### config.mk
export PLATFORM = sky130hd
export DESIGN_NAME = contention_busy
export DESIGN_NICKNAME = d
export VERILOG_FILES = /design/src/rtl/contention_busy_pkg.sv /design/src/rtl/contention_busy_track.sv /design/src/rtl/contention_busy_core.sv /design/src/rtl/contention_busy.sv
export SDC_FILE = /design/constraint.sdc
export NUM_CORES = 1
export LEC_CHECK = 0
export BUFFER_PORTS_ARGS = -buffer_cell sky130_fd_sc_hd__buf_2
export CORE_MARGIN = 2
export CORE_UTILIZATION = 45
export DETAILED_ROUTE_END_ITERATION = 16
export HOLD_SLACK_MARGIN = 0.1
export PLACE_DENSITY = 0.66
export SLEW_MARGIN = 5
export SYNTH_ARGS = -nofsm -noshare
export SYNTH_HDL_FRONTEND = slang
export SYNTH_HIERARCHICAL = 1
export SYNTH_SLANG_ARGS = --single-unit
### constraint.sdc
create_clock -name clk -period 2.1 [get_ports clk]
set_clock_uncertainty 0.05 [all_clocks]
set_input_delay 0.315 -clock clk [delete_from_list [all_inputs] [get_ports clk]]
set_output_delay 0.315 -clock clk [all_outputs]
set_load 0.03 [all_outputs]
### src/rtl/contention_busy_pkg.sv
package contention_busy_pkg;

    typedef enum logic {
        SIDE_L = 1'b0,
        SIDE_R = 1'b1
    } side_e;

endpackage

### src/rtl/contention_busy_track.sv
module contention_busy_track #(
    parameter int ADDR_W     = 6,
    parameter int AGE_MAX    = 3,
    parameter int AGE_W      = 2,
    parameter int SETTLE_CYC = 2
) (
    input  logic              clk,
    input  logic              rst_n,
    input  logic              cs_i,
    input  logic [ADDR_W-1:0] addr_i,
    input  logic              busy_i,
    output logic              start_o,
    output logic [AGE_W-1:0]  age_o,
    output logic              settled_o
);

    localparam int SET_W = $clog2(SETTLE_CYC + 1);

    typedef struct packed {
        logic              cs;
        logic [ADDR_W-1:0] addr;
        logic [AGE_W-1:0]  age;
        logic [SET_W-1:0]  settle;
    } trk_t;

    trk_t st_d, st_q;

    always_comb begin
        st_d    = st_q;
        start_o = cs_i && (!st_q.cs || (addr_i != st_q.addr));

        if (!cs_i || start_o) begin
            age_o = '0;
        end else if (st_q.age == AGE_W'(AGE_MAX)) begin
            age_o = st_q.age;
        end else begin
            age_o = st_q.age + 1'b1;
        end

        st_d.cs   = cs_i;
        st_d.addr = addr_i;
        st_d.age  = age_o;

        if (busy_i || !cs_i || start_o) begin
            st_d.settle = '0;
        end else if (st_q.settle != SET_W'(SETTLE_CYC)) begin
            st_d.settle = st_q.settle + 1'b1;
        end

        settled_o = (st_d.settle == SET_W'(SETTLE_CYC));
    end

    always_ff @(posedge clk or negedge rst_n) begin
        if (!rst_n) begin
            st_q <= '0;
        end else begin
            st_q <= st_d;
        end
    end

endmodule

### src/rtl/contention_busy_core.sv
module contention_busy_core
    import contention_busy_pkg::*;
#(
    parameter int AGE_W    = 2,
    parameter int WIN_CYC  = 2,
    parameter int BUSY_DLY = 1
) (
    input  logic             clk,
    input  logic             rst_n,
    input  logic             master_i,
    input  logic             match_i,
    input  logic             start_l_i,
    input  logic             start_r_i,
    input  logic [AGE_W-1:0] age_l_i,
    input  logic [AGE_W-1:0] age_r_i,
    input  logic             cs_l_i,
    input  logic             cs_r_i,
    input  logic             settled_l_i,
    input  logic             settled_r_i,
    input  logic             busy_in_l_i,
    input  logic             busy_in_r_i,
    output logic             busy_l_o,
    output logic             busy_r_o,
    output logic             inh_l_o,
    output logic             inh_r_o
);

    localparam int CNT_W = (BUSY_DLY > 0) ? $clog2(BUSY_DLY + 1) : 1;

    typedef struct packed {
        logic             lock;
        side_e            win;
        logic [CNT_W-1:0] cnt;
        logic             busy_l;
        logic             busy_r;
        logic             inh_l;
        logic             inh_r;
    } arb_t;

    arb_t st_d, st_q;
    logic arb_new;
    logic loser_busy;

    always_comb begin
        st_d       = st_q;
        arb_new    = match_i && (!st_q.lock || start_l_i || start_r_i);
        loser_busy = 1'b0;

        if (!master_i) begin
            st_d.lock   = 1'b0;
            st_d.cnt    = '0;
            st_d.busy_l = busy_in_l_i;
            st_d.busy_r = busy_in_r_i;
            st_d.inh_l  = cs_l_i && !settled_l_i;
            st_d.inh_r  = cs_r_i && !settled_r_i;
        end else begin
            if (!match_i) begin
                st_d.lock = 1'b0;
                st_d.cnt  = '0;
            end else if (arb_new) begin
                st_d.lock = 1'b1;
                st_d.cnt  = '0;
                if (int'(age_r_i) > int'(age_l_i) + WIN_CYC) begin
                    st_d.win = SIDE_R;
                end else begin
                    st_d.win = SIDE_L;
                end
            end else if (st_q.cnt != CNT_W'(BUSY_DLY)) begin
                st_d.cnt = st_q.cnt + 1'b1;
            end

            loser_busy  = st_d.lock && (st_d.cnt == CNT_W'(BUSY_DLY));
            st_d.busy_l = loser_busy && (st_d.win == SIDE_R);
            st_d.busy_r = loser_busy && (st_d.win == SIDE_L);
            st_d.inh_l  = st_d.busy_l;
            st_d.inh_r  = st_d.busy_r;
        end
    end

    always_ff @(posedge clk or negedge rst_n) begin
        if (!rst_n) begin
            st_q <= '{lock: 1'b0, win: SIDE_L, cnt: '0,
                      busy_l: 1'b0, busy_r: 1'b0, inh_l: 1'b0, inh_r: 1'b0};
        end else begin
            st_q <= st_d;
        end
    end

    assign busy_l_o = st_q.busy_l;
    assign busy_r_o = st_q.busy_r;
    assign inh_l_o  = st_q.inh_l;
    assign inh_r_o  = st_q.inh_r;

endmodule

### src/rtl/contention_busy.sv
module contention_busy #(
    parameter int ADDR_W     = 6,
    parameter int WIN_CYC    = 2,
    parameter int BUSY_DLY   = 1,
    parameter int SETTLE_CYC = 2
) (
    input  logic              clk,
    input  logic              rst_n,
    input  logic              master_i,
    input  logic              cs_l_i,
    input  logic [ADDR_W-1:0] addr_l_i,
    input  logic              cs_r_i,
    input  logic [ADDR_W-1:0] addr_r_i,
    input  logic              busy_in_l_i,
    input  logic              busy_in_r_i,
    output logic              busy_l_o,
    output logic              busy_r_o,
    output logic              wr_inh_l_o,
    output logic              wr_inh_r_o
);

    localparam int AGE_MAX = WIN_CYC + 1;
    localparam int AGE_W   = $clog2(AGE_MAX + 1);
    localparam int NPORT   = 2;

    logic [NPORT-1:0]  cs_v;
    logic [NPORT-1:0]  bin_v;
    logic [NPORT-1:0]  start_v;
    logic [NPORT-1:0]  settled_v;
    logic [ADDR_W-1:0] addr_v [NPORT];
    logic [AGE_W-1:0]  age_v  [NPORT];
    logic              match;

    assign cs_v      = {cs_r_i, cs_l_i};
    assign bin_v     = {busy_in_r_i, busy_in_l_i};
    assign addr_v[0] = addr_l_i;
    assign addr_v[1] = addr_r_i;

    for (genvar g = 0; g < NPORT; g++) begin : g_port
        contention_busy_track #(
            .ADDR_W     (ADDR_W),
            .AGE_MAX    (AGE_MAX),
            .AGE_W      (AGE_W),
            .SETTLE_CYC (SETTLE_CYC)
        ) u_track (
            .clk       (clk),
            .rst_n     (rst_n),
            .cs_i      (cs_v[g]),
            .addr_i    (addr_v[g]),
            .busy_i    (bin_v[g]),
            .start_o   (start_v[g]),
            .age_o     (age_v[g]),
            .settled_o (settled_v[g])
        );
    end

    assign match = master_i && cs_l_i && cs_r_i && (addr_l_i == addr_r_i);

    contention_busy_core #(
        .AGE_W    (AGE_W),
        .WIN_CYC  (WIN_CYC),
        .BUSY_DLY (BUSY_DLY)
    ) u_core (
        .clk         (clk),
        .rst_n       (rst_n),
        .master_i    (master_i),
        .match_i     (match),
        .start_l_i   (start_v[0]),
        .start_r_i   (start_v[1]),
        .age_l_i     (age_v[0]),
        .age_r_i     (age_v[1]),
        .cs_l_i      (cs_l_i),
        .cs_r_i      (cs_r_i),
        .settled_l_i (settled_v[0]),
        .settled_r_i (settled_v[1]),
        .busy_in_l_i (busy_in_l_i),
        .busy_in_r_i (busy_in_r_i),
        .busy_l_o    (busy_l_o),
        .busy_r_o    (busy_r_o),
        .inh_l_o     (wr_inh_l_o),
        .inh_r_o     (wr_inh_r_o)
    );

endmodule

Word-level counts from Yosys, hierarchy flattened
Cells that the tools add are included.
{"block": "classes", "bitwise": 1, "muxes": 20, "order_cmp": 1, "n_eq_ne": 9, "add_sub_neg": 6, "n_reduce_logical": 28}
{"op": "$gt A3 B32 Y1", "count": 1}
{"op": "$mux W2", "count": 9}
{"op": "$ne A6 B6 Y1", "count": 2}
{"op": "$logic_and A1 B1 Y1", "count": 11}
{"op": "$logic_or A1 B1 Y1", "count": 10}
{"op": "$mux W1", "count": 10}
{"op": "$add A2 B1 Y2 const B", "count": 4}
{"op": "$eq A2 B2 Y1 const B", "count": 4}
{"op": "$logic_not A1 Y1", "count": 7}
{"op": "$eq A6 B6 Y1", "count": 1}
{"op": "$mux W5", "count": 1}
{"op": "$ne A2 B2 Y1 const B", "count": 2}
{"op": "$add A2 B2 Y3 const B", "count": 1}
{"op": "$add A1 B1 Y1 const B", "count": 1}
{"op": "$not A1 Y1", "count": 1}
{"block": "word_totals", "input_bits": 19, "reg_bits": 29}

Depth between registers and ports, before layout
Gate-level depths: netlist of run 1.
{"block": "depth", "ltp_word": 14, "ltp_mapped": 9, "mapped_depth_nobuf": 8}

Cells and area by module
The synthesis of run 1 kept the hierarchy.
{"module": "contention_busy_track", "cells_each": 35, "seq_area_each_um2": 275.3, "instances": 2, "area_per_inst_um2": 495.5}
{"module": "contention_busy_core", "cells_each": 29, "seq_area_each_um2": 150.1, "instances": 1, "area_per_inst_um2": 317.8}
{"module": "contention_busy", "cells_each": 9, "seq_area_each_um2": 0.0, "instances": 1, "area_per_inst_um2": 76.3}

Least setup slack after synthesis of run 1
OpenSTA, ideal clock, no wires.
{"block": "synth_path", "path_kind": "register -> register", "start": "register g_port[0].u_track/st_q[8] (netlist name)", "end": "register u_core/st_q[5] (netlist name)", "t_required_ns": 1.921, "path_slack_ns": 0.211, "path_stages_with_launch": 9, "arrival_time_ns": 1.710, "n_path_buf": 1, "setup_ns": 0.129, "synth_period_minus_slack_ns": 1.889, "path_cell_list": "dfrtp_1 xnor2_2 nand4b_4 nor3_1 buf_4 inv_1 ha_1 nor3b_1 o41ai_2"}
{"item": "start, declared", "line": "contention_busy_track.sv:26", "text": "trk_t st_d, st_q;"}
{"item": "start signal, assigned", "line": "contention_busy_track.sv:57", "text": "st_q <= st_d;"}
{"item": "end signal, assigned", "line": "contention_busy_core.sv:82", "text": "st_q <= '{lock: 1'b0, win: SIDE_L, cnt: '0,"}
{"item": "end signal, assigned", "line": "contention_busy_core.sv:85", "text": "st_q <= st_d;"}
{"item": "end, declared", "line": "contention_busy_core.sv:40", "text": "arb_t st_d, st_q;"}

==> flow_summary.rst, run 1 <==
.. list-table::
   :header-rows: 1

   * - Metric
     - Value
   * - Result of the run
     - complete, no violations
   * - # setup viols final
     - 0
   * - Final period util
     - between 90 and 100%
   * - Vias in the first global route
     - slightly above 1k
   * - Die height
     - 59.5 um
   * - Total power after layout
     - ~990 uW
   * - Root cell of the clock tree
     - clkbuf_4
   * - Worst hold start
     - busy_in_r_i
   * - Post-Syn Area per Cell
     - roughly 13 um2
   * - H-tree level count
     - 1
   * - PD cells
     - roughly 570 nW/um2
   * - Capturing element type of the critical path
     - register
   * - Final Max Tran Viols
     - 0
   * - Clock transition at the registers of the reported paths
     - 0.16 ns
   * - Synth Instances
     - between 100 and 150
   * - Final critical-path setup slack
     - between 0.15 and 0.2 ns
   * - Critical Path Max Stage Delay
     - about 0.53 ns
   * - Library cells used by synthesis
     - 30
   * - Critical path class
     - input pin to register
   * - Max frequency
     - slightly above 500 MHz
   * - Number of standard-cell rows in the floorplan
     - 20
   * - CTS Sinks
     - 28
   * - Starting density of the core
     - 46.5%
   * - Total global routing overflow
     - 0
   * - Setup slack on the worst flop-to-flop path
     - 0.20 ns
   * - Post-layout nets
     - around 170
   * - WL/cell
     - 13.6 um
   * - Cell with the biggest individual delay on the critical path
     - dlygate4sd3_1
   * - IO Count
     - 23
   * - Routed Wire Length
     - approximately 2500 um
   * - Iter 0 DRT Violations
     - 18
   * - Total Negative Setup Slacks
     - 0 ns
   * - Initial antenna violation count
     - 0
   * - Layout cells sized above 1
     - between 30% and 40%
   * - Cell type with the highest aggregate area in the netlist
     - dfrtp_1
   * - Vias
     - just over 900
   * - Register area
     - 701 um2
   * - Setup repair after global routing missed its margin
     - no
   * - Area enclosed by the die boundary
     - ~3500 um2
   * - CP Launch Point
     - cs_l_i
   * - Leading cell types by total area after synthesis
     - dfrtp_1, xnor2_2, xnor2_1
   * - Type of the most critical hold path
     - input pin to register
   * - Worst slew margin
     - 58.2%
   * - Leading cell type in the layout, fill and taps excluded
     - dfrtp_1
   * - Horizontal extent of the die
     - 59.5 um
   * - Hold violation count in the final report
     - 0
   * - Ys Warns
     - 6
   * - Layout overhead on the synthesized area
     - 26.5%
   * - Weighted congestion at the end of routability-driven global placement
     - approximately 0.71
   * - Clock latency of the later-clocked register in the worst-skew pair
     - about 0.32 ns
   * - Buffer levels on the longest clock path
     - 2
   * - Cell Chain, Critical Path
     - dlygate4sd3_1 > buf_2 > nand2_1 > nand4b_4 > nor3_2 > ha_1 > nor3b_2 > o41ai_2
   * - Synth Cell Area
     - about 1400 um2
   * - Remaining routing DRC violations
     - 0
   * - Startpoint types
     - input pin
   * - Peak supply drop
     - just over 0.5 mV
   * - Area share of the leading cell type in the synthesized netlist
     - between 50% and 60%
   * - Max Fanout on Critical Path
     - 5
   * - Portion of the post-synthesis area used by sequential elements
     - between 50% and 60%
   * - Final design area excluding fillers
     - between 1500 and 2000 um2
   * - Synthesized Nets
     - about 130
   * - Area taken by multi-input logic gates
     - 639 um2
   * - Worst r2r src
     - g_port[1].u_track/st_q[6]
   * - Buffers added on ports
     - 22
   * - Number of diodes
     - 0
   * - Largest net degree at the start of global routing
     - 29
   * - Dpl hpwl
     - 1790 um
   * - Global-route wire length before repair
     - 4620 um
   * - Clock period minus worst slack
     - 1.93 ns
   * - Most frequent cells in the layout
     - dfrtp_1, buf_2, dlygate4sd3_1, xnor2_1, inv_1
   * - Arr. time, crit path
     - roughly 2.1 ns
   * - Req. time, crit path
     - roughly 2.3 ns
   * - Count of fill cells added during filler insertion
     - between 200 and 300
   * - Transition at the pin with the smallest max-transition slack
     - around 0.63 ns
   * - Number of buffers inserted to repair setup after CTS
     - 0
   * - Clock tree from TritonCTS
     - yes
   * - Routed via count divided by cell count
     - around 5
   * - Max-Cap Viols
     - 0
   * - Number of search-and-repair iterations in the first detailed-routing pass
     - 4
   * - Core box area
     - 2980 um2
   * - Worst setup timing slack at the placement stage
     - about 0.065 ns
   * - Number of synthesized register bits
     - 28
   * - Area after detailed placement
     - 1530 um2
   * - Final ANT Viol Nets
     - 0
   * - Leak Pwr
     - about 0.79 nW
   * - Global-route usage over all layers
     - around 18%
   * - Total CTS buffers
     - 3
   * - Core Util, Final
     - between 50% and 60%
## area by class of cell
class | count | share of cell area [%]
Clock buffer | 4 | 2.07
Inverter | 11 | 2.36
Multi-Input combinational cell | 65 | 36.5
Sequential cell | 28 | 40.0
Tap cell | 33 | 2.36
Timing Repair Buffer | 41 | 16.7
## flip-flops by register name, indices dropped and copies added (netlist names)
| register | cells |
|---|---|
| g_port.u_track/st_q | 22 |
| u_core/busy_l_o | 1 |
| u_core/busy_r_o | 1 |
| u_core/inh_l_o | 1 |
| u_core/inh_r_o | 1 |
| u_core/st_q | 2 |
## metal layers
| metal | routed length (um) | global-route usage (%) | up-vias |
|---|---|---|---|
| li1 | - | - | 446 |
| met5 | 0 | 0 | - |
| met3 | 120 | 4.80 | 2 |
| met1 | 1010 | 21.1 | 440 |
| met4 | 21 | 6.82 | 0 |
| met2 | 1310 | 30.0 | 22 |
## metrics by stage
stage               hold WS, ns  instances
CTS                       0.115        182
floorplan               -0.0306        108
global placement          0.309        162
global route              0.110        182
detailed placement        0.317        162
finish                    0.125        182
## critical path, delay by kind of cell
kind,cells,cell delay [ns]
buffers and inverters,2,0.69
AO/OA/AOI/OAI,1,0.18
AND/OR/NAND/NOR,4,0.70
adder cells (fa/ha/maj),1,0.25
## power by group
group	total (mW)	switching [mW]	internal, mW
Combinational	0.163	0.0847	0.0785
Sequential	0.566	0.00919	0.557
Clock	0.263	0.156	0.106
Total	0.992	0.250	0.742
## path summary, 6_finish.rpt
kind / cells after the start / to
worst max-delay path: 8 / u_core/st_q[5]
worst min-delay path: 2 / g_port[1].u_track/st_q[0]
worst max register to register: 6 / u_core/st_q[5]
worst min register to register: 1 / u_core/inh_r_o
max in group asynchronous: 2 / g_port[1].u_track/st_q[9]
min in group asynchronous: 2 / g_port[0].u_track/st_q[10]
## Yosys cell counts
cell type  instances
ha_1               5
inv_2              1
nand3_2            2
nand4_1            3
nor3_1             6
nor3b_4            1
o21a_1             2
a22oi_1            1
nor2_1             2
o21ai_0            1
nor4b_2            2
nand3_1            2
nand2b_2           1
xnor2_1           10
nand2_1            3
xnor2_2            6
o32ai_1            1
nor3b_1            1
o21ai_1            2
inv_1             10
nor4_2             3
o22ai_1            1
nor2b_1            2
xor2_1             2
dfrtp_1           28
nand4b_4           2
nand2_2            1
nand2b_1           2
o41ai_2            1
buf_4              4
## what timing repair did
action | 4_1_cts | 5_1_grt
hold buffers | 16 | 0
setup endpoints to repair | 0 | 1
resized for setup | 0 | 5
endpoints found under the hold margin | 43 | 0
## cell families after synthesis
| logic type | share of synthesized area, % |
|---|---|
| buffers and inverters | 5.15 |
| XOR/XNOR | 14.6 |
| flip-flops | 50.6 |
| AND/OR/NAND/NOR | 20.1 |
| AO/OA/AOI/OAI | 4.97 |
| adder cells (fa/ha/maj) | 4.52 |
Note: power is estimated with default switching activity, not from simulation.
==> run 2: changes to the inputs <==
- clock period: 2.1 -> 2.5 ns (I/O delays scaled with it)
==> run 2 against run 1 <==
Effect of this change:
- sequential power down 16%
- non-clock buffer count down 17
- global-route usage down 1.6 points
- design area down 11%
- largest power group unchanged
- flip-flop and latch count unchanged
- critical path depth down 1
==> flow_summary.rst, run 2 (same netlist as run 1, synthesis figures left out) <==
.. list-table::
   :header-rows: 1

   * - Metric
     - Value
   * - Largest registers ranked by flip-flop count
     - g_port.u_track/st_q (22), u_core/st_q (2)
   * - Starting density of the core
     - a little under half
   * - Type of the most critical hold path
     - input pin to register
   * - Dpl hpwl
     - approximately 1900 um
   * - Weighted congestion at the end of routability-driven global placement
     - 0.721
   * - Vias in the first global route
     - just over 900
   * - IO Count
     - 23
   * - Layout overhead on the synthesized area
     - 12.6%
   * - Core box area
     - approximately 3000 um2
   * - Area taken by multi-input logic gates
     - ~600 um2
   * - Core Util, Final
     - 52.4%
   * - Clock tree from TritonCTS
     - yes
   * - Horizontal extent of the die
     - slightly below 60 um
   * - PD cells
     - roughly 520 nW/um2
   * - Arr. time, crit path
     - approximately 2.2 ns
   * - # setup viols final
     - 0
   * - Transition at the pin with the smallest max-transition slack
     - 0.619 ns
   * - Peak supply drop
     - roughly 0.27 mV
   * - Total CTS buffers
     - 3
   * - Setup repair after global routing missed its margin
     - no
   * - Worst slew margin
     - between 50% and 60%
   * - Number of buffers inserted to repair setup after CTS
     - 0
   * - Post-layout nets
     - approximately 160
   * - Area enclosed by the die boundary
     - roughly 3500 um2
   * - Final ANT Viol Nets
     - 0
   * - Total power after layout
     - 805 uW
   * - Buffer levels on the longest clock path
     - 2
   * - Post_cts resized
     - 0
   * - Routed Wire Length
     - around 2300 um
   * - Number of diodes
     - 0
   * - H-tree level count
     - 1
   * - Global-route wire length before repair
     - between 4000 and 5000 um
   * - Count of fill cells added during filler insertion
     - approximately 270
   * - Placed instance count
     - 160
   * - Vias
     - 845
   * - Max-Cap Viols
     - 0
   * - Largest net degree at the start of global routing
     - 29
   * - Hold violation count in the final report
     - 0
   * - Die height
     - approximately 59 um
   * - Req. time, crit path
     - about 2.7 ns
   * - Final Max Tran Viols
     - 0
   * - Total global routing overflow
     - 0
   * - Critical path class
     - register to register
   * - Number of search-and-repair iterations in the first detailed-routing pass
     - 2
   * - Leading cell type in the layout, fill and taps excluded
     - dfrtp_1
   * - Capturing element type of the critical path
     - register
   * - Startpoint types
     - register
   * - Root cell of the clock tree
     - clkbuf_4
   * - CTS Sinks
     - 28
   * - Max frequency
     - between 500 and 600 MHz
   * - Final period util
     - 79.8%
   * - Most frequent cells in the layout
     - dfrtp_1, buf_2, xnor2_1, inv_1
   * - Total Negative Setup Slacks
     - 0 ns
   * - Global-route usage over all layers
     - approximately 16%
   * - Largest register by flop count
     - g_port.u_track/st_q
   * - Number of standard-cell rows in the floorplan
     - 20
   * - Remaining routing DRC violations
     - 0
   * - Max Fanout on Critical Path
     - 5
   * - Layout cells sized above 1
     - a little over a third
   * - Routed via count divided by cell count
     - between 5 and 6
   * - Final standard cell count with taps included and fillers excluded
     - around 170
   * - Register area
     - 701 um2
   * - Number of flip-flops in the largest register
     - 22
   * - Initial antenna violation count
     - 0
   * - Clock period minus worst slack
     - 2.00 ns
   * - Buffers added on ports
     - 22
   * - Leak Pwr
     - roughly 0.7 nW
   * - Clock transition at the registers of the reported paths
     - approximately 0.14 ns
   * - Iter 0 DRT Violations
     - 16
   * - Clock latency of the later-clocked register in the worst-skew pair
     - 0.32 ns
   * - WL/cell
     - about 14 um
   * - Result of the run
     - complete, no violations
run 2: changes by cell type in the layout (fill, tap and decap cells not counted), sizes merged:
cell | before | now
dlygate4sd3 | 16 | 1
buf | 25 | 23
run 2: timing repair:
item,4_1_cts,5_1_grt
endpoints found under the setup margin,0,0
hold buffers,1,0
hold endpoints to repair,28,0
run 2: worst paths after layout:
check / startpoint / end / slack, ns / cells after the start
setup / recovery: g_port[0].u_track/st_q[5] / u_core/st_q[5] / 0.50 / 7
hold / removal: addr_l_i[3] / g_port[0].u_track/st_q[7] / 0.14 / 1
setup reg to reg: g_port[0].u_track/st_q[5] / u_core/st_q[5] / 0.50 / 7
hold reg to reg: u_core/st_q[5] / u_core/inh_r_o / 0.48 / 1
max in group asynchronous: rst_n / g_port[0].u_track/st_q[8] / 1.48 / 2
min in group asynchronous: rst_n / g_port[0].u_track/st_q[0] / 0.53 / 2
run 2: worst max-delay path, stage by stage (launching register included):
cell,delay (ns)
dfrtp_1,0.42
xnor2_2,0.25
nand4b_4,0.17
nor3_1,0.27
inv_1,0.10
ha_1,0.30
nor3b_1,0.24
o41ai_2,0.08
run 2: report_power, final:
| group | switching [mW] | internal (mW) |
|---|---|---|
| combinational | 0.0658 | 0.0476 |
| sequential | 0.00789 | 0.468 |
| clock | 0.127 | 0.0891 |
run 2: layout make-up:
type                    count  share of cell area, %
flip-flops and latches     28                   44.9
clock buffers               4                   2.33
inverters                  11                   2.65
well taps                  33                   2.65
repair buffers             24                   8.18
multi-input cells          65                   39.3
run 2: per-layer routing:
layer	global-route usage [%]	vias to the layer above	part of all wire, %	wire length [um]
li1	-	413	-	-
met2	28.3	19	51	1170
met5	0	-	0	0
met4	6.17	0	1.5	34
met1	19.2	409	44	1020
met3	2.84	4	3.9	91
run 2: per-stage QoR:
| stage | hold slack (ns) | setup WS (ns) | cell area [um2] |
|---|---|---|---|
| final | 0.142 | 0.504 | 1560 |
| after global routing | 0.118 | 0.254 | 1560 |
| after CTS | 0.128 | 0.467 | 1560 |
| after detailed placement | 0.380 | 0.366 | 1510 |
| after global placement | 0.371 | 0.440 | 1510 |
| after floorplan | 0.0294 | 0.611 | 1390 |
==> run 3: changes to the inputs <==
- clock period: 2.5 -> 2.05 ns (I/O delays scaled with it)
==> run 3 against run 2 <==
Effect of this change:
- sequential power up 22%
- first-iteration DRC count up 44%
- critical endpoint unchanged
- routed wire length up 2.0%
- combinational power up 46%
- highest routed layer unchanged
- non-clock buffer count up 17
==> flow_summary.rst, run 3 (same netlist as run 1, synthesis figures left out) <==
.. list-table::
   :header-rows: 1

   * - Metric
     - Value
   * - Starting density of the core
     - between 40% and 50%
   * - Core box area
     - 2980 um2
   * - Routed via count divided by cell count
     - 4.98
   * - Leak Pwr
     - roughly 0.78 nW
   * - Max Fanout on Critical Path
     - 5
   * - Combined buffer and inverter count along the critical path
     - 1
   * - Final critical-path setup slack
     - about 0.19 ns
   * - Type of the most critical hold path
     - input pin to register
   * - IO Count
     - 23
   * - CTS Sinks
     - 28
   * - Weighted congestion at the end of routability-driven global placement
     - ~0.7
   * - Vias in the first global route
     - slightly above 1k
   * - Result of the run
     - complete, no violations
   * - Iter 0 DRT Violations
     - 23
   * - Transition at the pin with the smallest max-transition slack
     - 0.610 ns
   * - Capturing element type of the critical path
     - register
   * - Max frequency
     - approximately 540 MHz
   * - Clock period minus worst slack
     - around 1.9 ns
   * - Layout cells sized above 1
     - roughly 36%
   * - Number of standard-cell rows in the floorplan
     - 20
   * - Total power after layout
     - 1.01 mW
   * - Buffers added on ports
     - 22
   * - Final ANT Viol Nets
     - 0
   * - Hold violation count in the final report
     - 0
   * - Final Max Tran Viols
     - 0
   * - Buffer levels on the longest clock path
     - 2
   * - Routed Wire Length
     - roughly 2400 um
   * - Critical path class
     - register to register
   * - Number of diodes
     - 0
   * - Clock tree from TritonCTS
     - yes
   * - Final period util
     - between 90% and 100%
   * - Number of search-and-repair iterations in the first detailed-routing pass
     - 4
   * - Global-route wire length before repair
     - roughly 4600 um
   * - Largest registers ranked by flip-flop count
     - g_port.u_track/st_q (22), u_core/st_q (2)
   * - Vias
     - a little over 900
   * - Dpl hpwl
     - approximately 1800 um
   * - Total CTS buffers
     - 3
   * - Family with the most delay on the worst path
     - simple AND/OR/NAND/NOR gates
   * - Remaining routing DRC violations
     - 0
   * - Critical Path Max Stage Delay
     - about 0.42 ns
   * - Worst setup timing slack at the placement stage
     - roughly 0.023 ns
   * - Clock latency of the later-clocked register in the worst-skew pair
     - about 0.32 ns
   * - Peak supply drop
     - between 0.5 and 0.6 mV
   * - Global-route usage over all layers
     - roughly 17%
   * - Max-Cap Viols
     - 0
   * - Number of buffers inserted to repair setup after CTS
     - 0
   * - Placed instance count
     - 162
   * - # setup viols final
     - 0
   * - Number of flip-flops in the largest register
     - 22
   * - Initial antenna violation count
     - 0
   * - WL/cell
     - approximately 13 um
   * - Total Negative Setup Slacks
     - 0 ns
   * - Cell Chain, Critical Path
     - xnor2_2 > nand4b_4 > nor3_2 > inv_1 > ha_1 > nor3b_2 > o41ai_2
   * - Layout overhead on the synthesized area
     - 26.0%
   * - Req. time, crit path
     - between 2 and 2.5 ns
   * - Horizontal extent of the die
     - between 50 and 60 um
   * - Arr. time, crit path
     - just over 2 ns
   * - Setup repair after global routing missed its margin
     - no
   * - Most frequent cells in the layout
     - dfrtp_1, buf_2, dlygate4sd3_1, xnor2_1, inv_1
   * - Total global routing overflow
     - 0
   * - Root cell of the clock tree
     - clkbuf_4
   * - Largest net degree at the start of global routing
     - 29
   * - Leading cell type in the layout, fill and taps excluded
     - dfrtp_1
   * - PD cells
     - about 580 nW/um2
   * - Area enclosed by the die boundary
     - 3540 um2
   * - Largest register by flop count
     - g_port.u_track/st_q
   * - Clock transition at the registers of the reported paths
     - about 0.15 ns
   * - Post-layout nets
     - between 150 and 200
   * - H-tree level count
     - 1
   * - Startpoint types
     - register
   * - Core Util, Final
     - about three fifths
   * - Die height
     - between 50 and 60 um
   * - Cell with the biggest individual delay on the critical path
     - dfrtp_1
   * - Worst slew margin
     - 59.3%
   * - Final standard cell count with taps included and fillers excluded
     - between 150 and 200
run 3: power by group:
part	switching (mW)	internal (mW)	total, mW
combinational	0.0850	0.0804	0.165
clock	0.159	0.109	0.267
sequential	0.00916	0.571	0.580
total	0.253	0.760	1.01
run 3: area by class of cell:
class                   instances  area (um2)
fillers                       266        1230
inverters                      11        41.3
multi-input cells              65         633
clock buffers                   4        36.3
well taps                      33        41.3
repair buffers                 41         293
flip-flops and latches         28         701
run 3: path summary, 6_finish.rpt:
path / from / end / depth (start not counted) / slack [ns]
max: g_port[1].u_track/st_q[5] / u_core/st_q[5] / 7 / 0.19
min: busy_in_r_i / g_port[1].u_track/st_q[0] / 2 / 0.12
max reg2reg: g_port[1].u_track/st_q[5] / u_core/st_q[5] / 7 / 0.19
min reg2reg: u_core/st_q[5] / u_core/inh_r_o / 1 / 0.50
max in group asynchronous: rst_n / g_port[1].u_track/st_q[1] / 2 / 1.10
min in group asynchronous: rst_n / g_port[0].u_track/st_q[0] / 2 / 0.44
run 3: repair_timing:
item | 4_1_cts | 5_1_grt
endpoints found under the hold margin | 43 | 0
endpoints found under the setup margin | 0 | 1
hold buffers | 16 | 0
resized for setup | 0 | 4
run 3: per-stage QoR:
stage               hold WS [ns]  area [um2]
global route               0.102        1750
global placement           0.301        1530
detailed placement         0.309        1530
CTS                        0.107        1730
finish                     0.116        1750
floorplan                -0.0381        1390
run 3: per-layer routing:
| layer | share of wire, % | GRT usage (%) | vias up |
|---|---|---|---|
| met2 | 53 | 30.3 | 20 |
| met1 | 41 | 21.0 | 436 |
| met5 | 0 | 0 | - |
| met3 | 4.9 | 4.59 | 2 |
| li1 | - | - | 449 |
| met4 | 0.89 | 4.87 | 0 |
